--- src/rtl/sdram_col_pkg.sv ---
package sdram_col_pkg;

   // address ordering inside a burst
   typedef enum logic {
      ORDER_SEQ = 1'b0,
      ORDER_ILV = 1'b1
   } burst_order_e;

   // log2 of the longest fixed-length burst
   localparam int unsigned MAX_FIXED_LG = 3;

endpackage

--- src/rtl/sdram_blen_decode.sv ---
module sdram_blen_decode #(
   parameter int unsigned COL_W = 8
) (
   input  logic [2:0]       code,
   input  logic             ilv,
   output logic [COL_W-1:0] mask,
   output logic             full,
   output logic             err
);
   import sdram_col_pkg::*;

   localparam logic [COL_W-1:0] ONE = COL_W'(1);

   logic [1:0] lg;

   generate
      if (COL_W <= MAX_FIXED_LG) begin : g_width_bad
         $error("sdram_blen_decode: COL_W must exceed the longest fixed burst");
      end
   endgenerate

   always_comb begin
      full = code[2] & ~ilv;
      err  = code[2] &  ilv;
      lg   = code[2] ? 2'(MAX_FIXED_LG) : code[1:0];
      if (full)
         mask = {COL_W{1'b1}};
      else
         mask = (ONE << lg) - ONE;
   end

endmodule

--- src/rtl/sdram_col_counter.sv ---
module sdram_col_counter #(
   parameter int unsigned COL_W = 8
) (
   input  logic             clk,
   input  logic             rst_n,
   input  logic             start,
   input  logic             stop,
   input  logic [COL_W-1:0] start_col,
   input  logic [COL_W-1:0] mask_in,
   input  logic             full_in,
   input  logic             err_in,
   input  logic             ilv_in,
   output logic             valid,
   output logic [COL_W-1:0] base,
   output logic [COL_W-1:0] cnt,
   output logic [COL_W-1:0] mask,
   output logic             full,
   output logic             err,
   output logic             ilv,
   output logic             last
);

   assign last = valid & ~full & (cnt == mask);

   always_ff @(posedge clk) begin
      if (!rst_n) begin
         valid <= 1'b0;
         base  <= '0;
         cnt   <= '0;
         mask  <= '0;
         full  <= 1'b0;
         err   <= 1'b0;
         ilv   <= 1'b0;
      end else if (start) begin
         valid <= 1'b1;
         base  <= start_col;
         cnt   <= '0;
         mask  <= mask_in;
         full  <= full_in;
         err   <= err_in;
         ilv   <= ilv_in;
      end else if (stop) begin
         valid <= 1'b0;
      end else if (valid) begin
         if (last)
            valid <= 1'b0;
         else
            cnt <= cnt + 1'b1;
      end
   end


   stop_kill_chk: assert property (@(posedge clk) disable iff (!rst_n)
      (stop && !start) |=> !valid);


   burst_end_chk: assert property (@(posedge clk) disable iff (!rst_n)
      (last && !start) |=> !valid);


   base_hold_chk: assert property (@(posedge clk) disable iff (!rst_n)
      (valid && !start) |=> $stable(base));

endmodule

--- src/rtl/sdram_col_map.sv ---
module sdram_col_map #(
   parameter int unsigned COL_W = 8
) (
   input  logic [COL_W-1:0] base,
   input  logic [COL_W-1:0] cnt,
   input  logic [COL_W-1:0] mask,
   input  logic             ilv,
   output logic [COL_W-1:0] addr
);
   import sdram_col_pkg::*;

   logic [COL_W-1:0] seq_addr;
   logic [COL_W-1:0] ilv_addr;

   generate
      for (genvar b = 0; b < COL_W; b++) begin : g_bit
         assign seq_addr[b] = mask[b] ? (base[b:0] + cnt[b:0]) >> b : base[b];
         assign ilv_addr[b] = mask[b] ? (base[b] ^ cnt[b]) : base[b];
      end
   endgenerate

   assign addr = (burst_order_e'(ilv) == ORDER_ILV) ? ilv_addr : seq_addr;

endmodule

--- src/rtl/sdram_col_seq.sv ---
module sdram_col_seq #(
   parameter int unsigned COL_W = 8
) (
   input  logic             clk,
   input  logic             rst_n,
   input  logic             start,
   input  logic             stop,
   input  logic [COL_W-1:0] start_col,
   input  logic [2:0]       blen_code,
   input  logic             order_ilv,
   output logic [COL_W-1:0] col,
   output logic             valid,
   output logic             last,
   output logic             cfg_err
);

   logic [COL_W-1:0] dec_mask;
   logic             dec_full;
   logic             dec_err;
   logic [COL_W-1:0] r_base;
   logic [COL_W-1:0] r_cnt;
   logic [COL_W-1:0] r_mask;
   logic             r_full;
   logic             r_err;
   logic             r_ilv;
   logic             r_valid;
   logic             r_last;
   logic [COL_W-1:0] map_addr;

   sdram_blen_decode #(.COL_W(COL_W)) u_dec (
      .code (blen_code),
      .ilv  (order_ilv),
      .mask (dec_mask),
      .full (dec_full),
      .err  (dec_err)
   );

   sdram_col_counter #(.COL_W(COL_W)) u_cnt (
      .clk       (clk),
      .rst_n     (rst_n),
      .start     (start),
      .stop      (stop),
      .start_col (start_col),
      .mask_in   (dec_mask),
      .full_in   (dec_full),
      .err_in    (dec_err),
      .ilv_in    (order_ilv),
      .valid     (r_valid),
      .base      (r_base),
      .cnt       (r_cnt),
      .mask      (r_mask),
      .full      (r_full),
      .err       (r_err),
      .ilv       (r_ilv),
      .last      (r_last)
   );

   sdram_col_map #(.COL_W(COL_W)) u_map (
      .base (r_base),
      .cnt  (r_cnt),
      .mask (r_mask),
      .ilv  (r_ilv),
      .addr (map_addr)
   );

   assign valid   = r_valid;
   assign last    = r_last;
   assign cfg_err = r_valid & r_err;
   assign col     = r_valid ? map_addr : '0;


   start_load_chk: assert property (@(posedge clk) disable iff (!rst_n)
      start |=> (valid && col == $past(start_col)));


   page_step_chk: assert property (@(posedge clk) disable iff (!rst_n)
      (valid && r_full && !start && !stop) |=> (valid && col == COL_W'($past(col) + 1'b1)));


   last_valid_chk: assert property (@(posedge clk) disable iff (!rst_n)
      last |-> (valid && !r_full));


   err_valid_chk: assert property (@(posedge clk) disable iff (!rst_n)
      cfg_err |-> (valid && !last || valid));


   idle_col_chk: assert property (@(posedge clk) disable iff (!rst_n)
      !valid |-> (col == '0 && !last && !cfg_err));

endmodule

--- config.mk ---
export PLATFORM = sky130hd
export DESIGN_NAME = sdram_col_seq
export DESIGN_NICKNAME = d
export VERILOG_FILES = /design/src/rtl/sdram_col_pkg.sv /design/src/rtl/sdram_blen_decode.sv /design/src/rtl/sdram_col_counter.sv /design/src/rtl/sdram_col_map.sv /design/src/rtl/sdram_col_seq.sv
export SDC_FILE = /design/constraint.sdc
export NUM_CORES = 1
export LEC_CHECK = 0
export BUFFER_PORTS_ARGS = -buffer_cell sky130_fd_sc_hd__buf_2
export CAP_MARGIN = 5
export CORE_AREA = 2 2 65 67
export CTS_BUF_LIST = sky130_fd_sc_hd__clkbuf_8
export DETAILED_ROUTE_END_ITERATION = 10
export DIE_AREA = 0 0 67 69
export PLACE_DENSITY = 0.62
export SETUP_SLACK_MARGIN = 0.05
export SYNTH_ARGS = -nofsm -noshare
export SYNTH_HDL_FRONTEND = slang
export SYNTH_SLANG_ARGS = --single-unit
--- constraint.sdc ---
create_clock -name clk -period 4.87 [get_ports clk]
set_clock_uncertainty 0.2 [all_clocks]
set_input_delay 0.974 -clock clk [delete_from_list [all_inputs] [get_ports clk]]
set_output_delay 0.974 -clock clk [all_outputs]
set_load 0.02 [all_outputs]
==> results of run 1 <==
power by group through the flow:
stage | Clock [mW] | Combinational, mW | Sequential (mW)
after floorplan | 0 | 0.0445 | 0.207
after global placement | 0 | 0.0591 | 0.212
after detailed placement | 0 | 0.0593 | 0.212
after CTS | 0.125 | 0.0596 | 0.207
after global routing | 0.134 | 0.0664 | 0.209
final | 0.120 | 0.0589 | 0.207
critical path: cells and delay by family, from the launching register on:
family,cells,cell delay (ns)
AOI/OAI and AO/OA,3,0.65
adders and majority gates,1,0.31
buffers and inverters,1,0.17
DFF,1,0.45
and+or+nand+nor,1,0.50
sequential cells by signal (all words and copies together), names as in the netlist:
| name | count |
|---|---|
| u_cnt.base | 8 |
| u_cnt.cnt | 8 |
| u_cnt.mask | 4 |
| u_cnt.err | 1 |
| u_cnt.ilv | 1 |
| u_cnt.valid | 1 |
layout by cell type, fill, tap and decap left out, types with 2 or more instances in the layout:
master	synthesis	final
sky130_fd_sc_hd__buf_2	0	26
sky130_fd_sc_hd__dfxtp_1	23	23
sky130_fd_sc_hd__mux2i_1	15	15
sky130_fd_sc_hd__nor2_1	14	14
sky130_fd_sc_hd__nand2_1	12	12
sky130_fd_sc_hd__nor2b_1	11	11
sky130_fd_sc_hd__a21oi_1	8	8
sky130_fd_sc_hd__o21ai_0	8	8
sky130_fd_sc_hd__ha_1	8	8
sky130_fd_sc_hd__nand2b_1	7	7
sky130_fd_sc_hd__xnor2_1	6	6
sky130_fd_sc_hd__nor3_1	6	6
sky130_fd_sc_hd__nand3_1	5	5
sky130_fd_sc_hd__nand3b_1	5	5
sky130_fd_sc_hd__a211oi_1	5	5
sky130_fd_sc_hd__inv_1	3	3
sky130_fd_sc_hd__xor2_1	3	3
sky130_fd_sc_hd__clkbuf_8	0	3
sky130_fd_sc_hd__o211ai_1	2	2
sky130_fd_sc_hd__o21a_1	2	2
sky130_fd_sc_hd__or3_1	2	2
sky130_fd_sc_hd__and2_1	2	2
sky130_fd_sc_hd__a21boi_0	2	2
sky130_fd_sc_hd__nor4_1	2	2
routing by layer:
metal / GRT usage [%] / up-vias / wire, um
met3: 4.40 / 2 / 157
li1: - / 687 / -
met1: 21.4 / 602 / 1660
met4: 2.72 / 0 / 24
met5: 0 / - / 0
met2: 22.6 / 34 / 1380
per-stage QoR:
stage          hold slack, ns  total power [mW]  instances  utilization, %  setup slack (ns)
6_report                0.287             0.386        250            44.3              1.35
5_1_grt                 0.340             0.410        250            44.3              1.18
4_1_cts                 0.293             0.392        250            44.3              1.32
3_5_place_dp            0.279             0.271        246            43.2              1.64
3_3_place_gp            0.272             0.271        246            43.2              1.66
2_1_floorplan           0.250             0.251        176               -              1.79
area by class of cell:
cell class                 instances  area [um^2]  area share, %
inverter                           3         11.3          0.649
clock inverter                     1         5.00          0.288
clock buffer                       3         41.3           2.38
sequential                        23          460           26.5
multi-input combinational        144         1020           59.0
timing repair buffer              26          130           7.50
tap                               50         62.6           3.60
path summary, 6_finish.rpt:
kind | startpoint | to | slack, ns
max | u_cnt.cnt[1]$_SDFFE_PP0P_ | col[7] | 1.35
max reg2reg | u_cnt.valid$_SDFF_PN0_ | u_cnt.valid$_SDFF_PN0_ | 2.85
min | u_cnt.err$_SDFFE_PN0P_ | u_cnt.err$_SDFFE_PN0P_ | 0.29
min reg2reg | u_cnt.err$_SDFFE_PN0P_ | u_cnt.err$_SDFFE_PN0P_ | 0.29
kinds of logic after synthesis:
kind of cell               Yosys count
buffers and inverters                9
AOI/OAI and AO/OA                   38
DFF                                 23
adders and majority gates            9
muxes                               15
xor gates and xnor gates             9
and+or+nand+nor                     73
==> metrics.log, run 1 <==
[metrics] flops & latches, synth: 23
[metrics] number of nets in the synthesized netlist: about 200
[metrics] TritonCTS sink count: 23
[metrics] die area: between 4000 and 5000 um^2
[metrics] Seq pwr share: about 54%
[metrics] io pins: 27
[metrics] startpoint type of the worst setup path: register
[metrics] deepest clock path buffer count: 2
[metrics] worst skew pair latency: 0.27 ns
[metrics] Critical Path Slowest Stage Cell: sky130_fd_sc_hd__or4b_1
[metrics] effective utilization at floorplan: between 30% and 40%
[metrics] Commonest cells post-synth: sky130_fd_sc_hd__dfxtp_1, sky130_fd_sc_hd__mux2i_1, sky130_fd_sc_hd__nor2_1, sky130_fd_sc_hd__nand2_1, sky130_fd_sc_hd__nor2b_1
[metrics] number of antenna violations at the first check in global routing: 0
[metrics] maximum fanout along the worst path: 6
[metrics] signal arrival time at the worst endpoint: 2.35 ns
[metrics] Hold Path Class: reg2reg
[metrics] total length of routed wires: 3.22 mm
[metrics] Hold Path Cell Cnt: 2
[metrics] cells along the critical path: ha_1 > a211oi_2 > o211ai_2 > a31o_1 > or4b_1 > buf_2
[metrics] simple-gate portion of the synthesized area: 27.1%
[metrics] die span in y: 69 um
[metrics] transition at the pin with the smallest max-transition slack: around 0.52 ns
[metrics] filler cell count: about 410
[metrics] fraction of registers with async set or reset after synthesis: 0%
[metrics] final number of max-transition violations: 0
[metrics] Post-synth EDFFs: 0
[metrics] clock-pin slew of the registers on the worst-case setup and hold paths: about 0.080 ns
[metrics] hold buffers post-CTS: 0
[metrics] Diodes inserted: 0
[metrics] fraction of synthesized cell area in xor and xnor cells: 5.19%
[metrics] DR vias/cell: 5.30
[metrics] status: complete, no violations
[metrics] detailed placer's ending HPWL: between 2 and 2.5 mm
[metrics] area of the mapped netlist: between 1500 and 2000 um^2
[metrics] max_slew headroom: around 66%
[metrics] wire length of the first global-routing pass: ~5.5 mm
[metrics] final worst path period need: 3.52 ns
[metrics] via count of the first global-routing pass: about 1200
[metrics] die outline width: roughly 67 um
[metrics] number of maximum-capacitance constraint violations: 0
[metrics] path depth of the worst reg2reg path: 4
[metrics] grt total ovfl: 0
[metrics] prevailing post-synth register cell: sky130_fd_sc_hd__dfxtp_1
[metrics] WP data required: about 3.7 ns
[metrics] number of placement rows: 23
[metrics] total power density per cell area: around 220 nW/um^2
[metrics] Post-CTS Setup Inserts: 0
[metrics] # port buffers: 26
[metrics] setup_tns: 0 ns
[metrics] share of cells above drive strength 1: between 10% and 20%
[metrics] antenna-violating nets left: 0
[metrics] all-layer global routing usage: between 10% and 20%
[metrics] VDD IR max: 0.000202 V
[metrics] type of the worst setup path: reg2out
[metrics] leading area contributor after synthesis: sky130_fd_sc_hd__dfxtp_1
[metrics] Worst setup EP type: primary output
[metrics] per-cell routed wire length: 12.9 um
[metrics] pin count of the biggest net entering global routing: 23
[metrics] relative contribution of the clock network to total power: 31.0%
[metrics] final hold violation count: 0
[metrics] part of the cycle the worst path needs: a little over 70%
[metrics] RSZ-0062 raised after global routing: no
[metrics] main combinational cell family by area after synthesis: simple AND/OR/NAND/NOR gates
[metrics] number of detailed-route iterations in the first pass: 4
[metrics] top achievable clock speed: approximately 280 MHz
[metrics] Leak: between 0.7 and 0.8 nW
[metrics] drt drc: 0
[metrics] P&R area growth vs syn: 14.3%
[metrics] gp weighted congestion: ~0.73
[metrics] internal portion of total power: roughly 280 uW
[metrics] per-instance average area after synthesis: about 8.6 um^2
[metrics] biggest area contributors in the synthesized netlist: sky130_fd_sc_hd__dfxtp_1, sky130_fd_sc_hd__mux2i_1, sky130_fd_sc_hd__ha_1
[metrics] post-synthesis compound-gate area fraction: approximately 17%
[metrics] instance area after placement: 1690 um^2
[metrics] Finish-stage setup viols: 0
[metrics] NumNets Final: between 200 and 250
[metrics] vias: 1325
[metrics] cell area after layout: 1740 um^2
[metrics] post-synth top area share: a little under a third
[metrics] Iteration-0 DRC Markers: 48
[metrics] number of clock buffers inserted by TritonCTS: 3
[metrics] root buffer cell: sky130_fd_sc_hd__clkbuf_8
[metrics] TritonCTS clock tree: yes
[metrics] Post-Synth Adder-Cell Area: roughly 8%
[metrics] Crit path largest cell delay: roughly 0.50 ns
[metrics] placeable core region: 3910 um^2
[metrics] most used standard cell by instance count after synthesis: sky130_fd_sc_hd__dfxtp_1
[metrics] library cells used by synthesis: 43
[metrics] share of total power consumed by net switching: between 20% and 30%
[metrics] H-tree lvl count: 1
[metrics] sequential share of the synthesized area: 30.3%
[metrics] count of yosys warnings during synthesis: 0
[metrics] switching power summed over all nets: ~110 uW
[metrics] share of cell area taken by muxes after synthesis: about a tenth
[metrics] Resize count post-CTS: 0
[metrics] cell count after synthesis: between 150 and 200
[metrics] combinational group share of total power: between 10% and 20%
No activity file was read; power rests on OpenSTA's default activity.
==> inputs of run 2 (changes only) <==
- ABC_AREA: default -> 1
- CORE_AREA: 2 2 65 67 -> 2 2 66 68
- DIE_AREA: 0 0 67 69 -> 0 0 68 70
- PLACE_DENSITY: 0.62 -> 0.64
- clock period: 4.87 -> 3.15 ns (I/O delays scaled with it)
==> metrics.log, run 2 <==
[metrics] total power density per cell area: approximately 340 nW/um^2
[metrics] Hold Path Cell Cnt: 2
[metrics] most used standard cell by instance count after synthesis: sky130_fd_sc_hd__nand2_1
[metrics] worst skew pair latency: 0.27 ns
[metrics] root buffer cell: sky130_fd_sc_hd__clkbuf_8
[metrics] Diodes inserted: 0
[metrics] setup slack on the worst flop-to-flop path: ~1.4 ns
[metrics] number of detailed-route iterations in the first pass: 7
[metrics] effective utilization at floorplan: a little under two fifths
[metrics] leading area contributor after synthesis: sky130_fd_sc_hd__dfxtp_1
[metrics] Resize count post-CTS: 0
[metrics] biggest area contributors in the synthesized netlist: sky130_fd_sc_hd__dfxtp_1, sky130_fd_sc_hd__nand2_1, sky130_fd_sc_hd__inv_1
[metrics] final worst path period need: around 2.8 ns
[metrics] cell count after synthesis: roughly 240
[metrics] Post-CTS Setup Inserts: 0
[metrics] pin count of the biggest net entering global routing: 16
[metrics] vias: about 1600
[metrics] max_slew headroom: 67.3%
[metrics] antenna-violating nets left: 0
[metrics] type of the worst setup path: reg2out
[metrics] Top Registers: u_cnt.base x8, u_cnt.cnt x8, u_cnt.mask x4
[metrics] prevailing post-synth register cell: sky130_fd_sc_hd__dfxtp_1
[metrics] worst r2r dst: u_cnt.cnt[1]$_SDFFE_PP0P_
[metrics] maximum fanout along the worst path: 8
[metrics] Worst setup EP type: primary output
[metrics] # port buffers: 26
[metrics] share of cells above drive strength 1: between 10% and 20%
[metrics] per-instance average area after synthesis: roughly 6.5 um^2
[metrics] filler cell count: ~450
[metrics] Critical path origin: u_cnt.cnt[0]$_SDFFE_PP0P_
[metrics] Commonest cells post-synth: sky130_fd_sc_hd__nand2_1, sky130_fd_sc_hd__inv_1, sky130_fd_sc_hd__dfxtp_1, sky130_fd_sc_hd__nor2_1, sky130_fd_sc_hd__nand3_1
[metrics] placeable core region: a little over 4000 um^2
[metrics] hold buffers post-CTS: 0
[metrics] number of antenna violations at the first check in global routing: 0
[metrics] gp weighted congestion: about 0.8
[metrics] Setup Slack @ Placement: around 0.65 ns
[metrics] Post-synth EDFFs: 0
[metrics] Hold Path End: u_cnt.err$_SDFFE_PN0P_
[metrics] path depth of the worst reg2reg path: 9
[metrics] commonest cells after routing, fill and taps aside: sky130_fd_sc_hd__nand2_1, sky130_fd_sc_hd__inv_1, sky130_fd_sc_hd__buf_2, sky130_fd_sc_hd__dfxtp_1, sky130_fd_sc_hd__nor2_1
[metrics] flops & latches, synth: 23
[metrics] DR vias/cell: approximately 4.9
[metrics] setup_tns: 0 ns
[metrics] per-cell routed wire length: about 12 um
[metrics] via count of the first global-routing pass: about 1500
[metrics] grt total ovfl: 0
[metrics] RSZ-0062 raised after global routing: no
[metrics] number of placement rows: 24
[metrics] die span in y: about 70 um
[metrics] Hold Path Class: reg2reg
[metrics] worst-case hold slack: 0.276 ns
[metrics] leading cell type in the layout, fill and taps excluded: sky130_fd_sc_hd__nand2_1
[metrics] final hold violation count: 0
[metrics] area of the mapped netlist: ~1600 um^2
[metrics] WP data required: approximately 2.3 ns
[metrics] sequential share of the synthesized area: approximately 29%
[metrics] number of clock buffers inserted by TritonCTS: 3
[metrics] status: complete, no violations
[metrics] all-layer global routing usage: about 17%
[metrics] Leak: between 0.9 and 1 nW
[metrics] top achievable clock speed: 357 MHz
[metrics] die area: ~4800 um^2
[metrics] final number of max-transition violations: 0
[metrics] count of yosys warnings during synthesis: 0
[metrics] detailed placer's ending HPWL: roughly 2.9 mm
[metrics] total length of routed wires: between 3 and 4 mm
[metrics] VDD IR max: 0.000180 V
[metrics] fraction of registers with async set or reset after synthesis: 0%
[metrics] TritonCTS sink count: 23
[metrics] drt drc: 0
[metrics] wire length of the first global-routing pass: between 6 and 7 mm
[metrics] number of maximum-capacitance constraint violations: 0
[metrics] io pins: 27
[metrics] Finish-stage setup viols: 0
[metrics] number of nets in the synthesized netlist: 264
[metrics] Iteration-0 DRC Markers: 104
[metrics] TritonCTS clock tree: yes
[metrics] P&R area growth vs syn: 14.8%
[metrics] signal arrival time at the worst endpoint: about 2.0 ns
[metrics] post-synth top area share: 29.4%
[metrics] NumNets Final: around 300
[metrics] source of the worst hold timing path: u_cnt.err$_SDFFE_PN0P_
[metrics] startpoint of the most critical register-to-register path: u_cnt.mask[5]$_SDFFE_PN0P_
[metrics] part of the cycle the worst path needs: roughly nine tenths
[metrics] library cells used by synthesis: 29
[metrics] transition at the pin with the smallest max-transition slack: 0.491 ns
[metrics] H-tree lvl count: 1
[metrics] deepest clock path buffer count: 2
[metrics] final setup slack of the worst path: approximately 0.35 ns
[metrics] clock-pin slew of the registers on the worst-case setup and hold paths: about 0.090 ns
[metrics] die outline width: around 68 um
[metrics] startpoint type of the worst setup path: register
==> run 2: cell count changes in the layout (fill, tap and decap cells not counted), moves of 5 or more <==
cell | before | now
sky130_fd_sc_hd__a211oi_1 | 5 | 0
sky130_fd_sc_hd__a21oi_1 | 8 | 15
sky130_fd_sc_hd__inv_1 | 3 | 35
sky130_fd_sc_hd__mux2i_1 | 15 | 0
sky130_fd_sc_hd__nand2_1 | 12 | 66
sky130_fd_sc_hd__nand2b_1 | 7 | 0
sky130_fd_sc_hd__nand3_1 | 5 | 18
sky130_fd_sc_hd__nor2_1 | 14 | 20
sky130_fd_sc_hd__nor2b_1 | 11 | 0
sky130_fd_sc_hd__nor3_1 | 6 | 0
sky130_fd_sc_hd__o21ai_0 | 8 | 13
sky130_fd_sc_hd__xnor2_1 | 6 | 1
==> run 2: report_power, final <==
| part | total, mW | leakage, nW | internal [mW] | switching, mW |
|---|---|---|---|---|
| sequential | 0.316 | 0.188 | 0.303 | 0.0132 |
| combinational | 0.104 | 0.692 | 0.0390 | 0.0645 |
| clock | 0.188 | 0.0217 | 0.0895 | 0.0987 |
==> run 2: final cells by class <==
class,count,area (um^2),area share (%)
Multi-Input combinational cell,174,936,52.1
Sequential cell,23,460,25.6
Inverter,39,149,8.29
Timing Repair Buffer,27,138,7.66
Tap cell,52,65.1,3.62
Clock buffer,3,41.3,2.30
Clock inverter,1,7.51,0.418
==> run 2: routing by layer <==
metal,wire [um],part of all wire [%],GRT usage (%)
met1,1710,46,23.7
met2,1830,49,27.5
met3,149,4.0,2.42
met4,34,0.91,4.89
met5,0,0,0
==> run 2: metrics by stage <==
| stage | std cells | util [%] | power [mW] | area, um^2 |
|---|---|---|---|---|
| finish | 319 | 43.4 | 0.608 | 1800 |
| global route | 319 | 43.4 | 0.642 | 1800 |
| CTS | 319 | 43.4 | 0.614 | 1800 |
| detailed placement | 315 | 42.2 | 0.428 | 1750 |
| global placement | 315 | 42.2 | 0.428 | 1750 |
| floorplan | 239 | - | 0.393 | 1570 |
==> run 2: worst max-delay path, stage by stage (launching register included) <==
cell                      delay (ns)
sky130_fd_sc_hd__dfxtp_1        0.40
sky130_fd_sc_hd__ha_1           0.25
sky130_fd_sc_hd__fa_1           0.42
sky130_fd_sc_hd__nand3_1        0.10
sky130_fd_sc_hd__nand3_1        0.06
sky130_fd_sc_hd__nand2_1        0.08
sky130_fd_sc_hd__nor2_1         0.04
sky130_fd_sc_hd__o21ai_0        0.15
sky130_fd_sc_hd__inv_1          0.05
sky130_fd_sc_hd__buf_2          0.15
==> run 2: how the worst max path moves through the flow <==
stage	endpoint	cells after the start	slack, ns
floorplan	col[1]	4	0.61
global placement	col[4]	9	0.68
detailed placement	col[4]	9	0.65
CTS	col[4]	9	0.34
global route	col[4]	9	0.21
finish	col[4]	9	0.35
==> run 2: kinds of logic (layout without fill, tap and decap cells) <==
| group | Yosys count | count (layout) | synth area share [%] |
|---|---|---|---|
| AOI/OAI and AO/OA | 40 | 40 | 14.7 |
| xor gates and xnor gates | 5 | 5 | 2.80 |
| adders and majority gates | 9 | 9 | 7.67 |
| buffers and inverters | 42 | 70 | 10.8 |
| DFF | 23 | 23 | 29.4 |
| and+or+nand+nor | 120 | 120 | 34.6 |
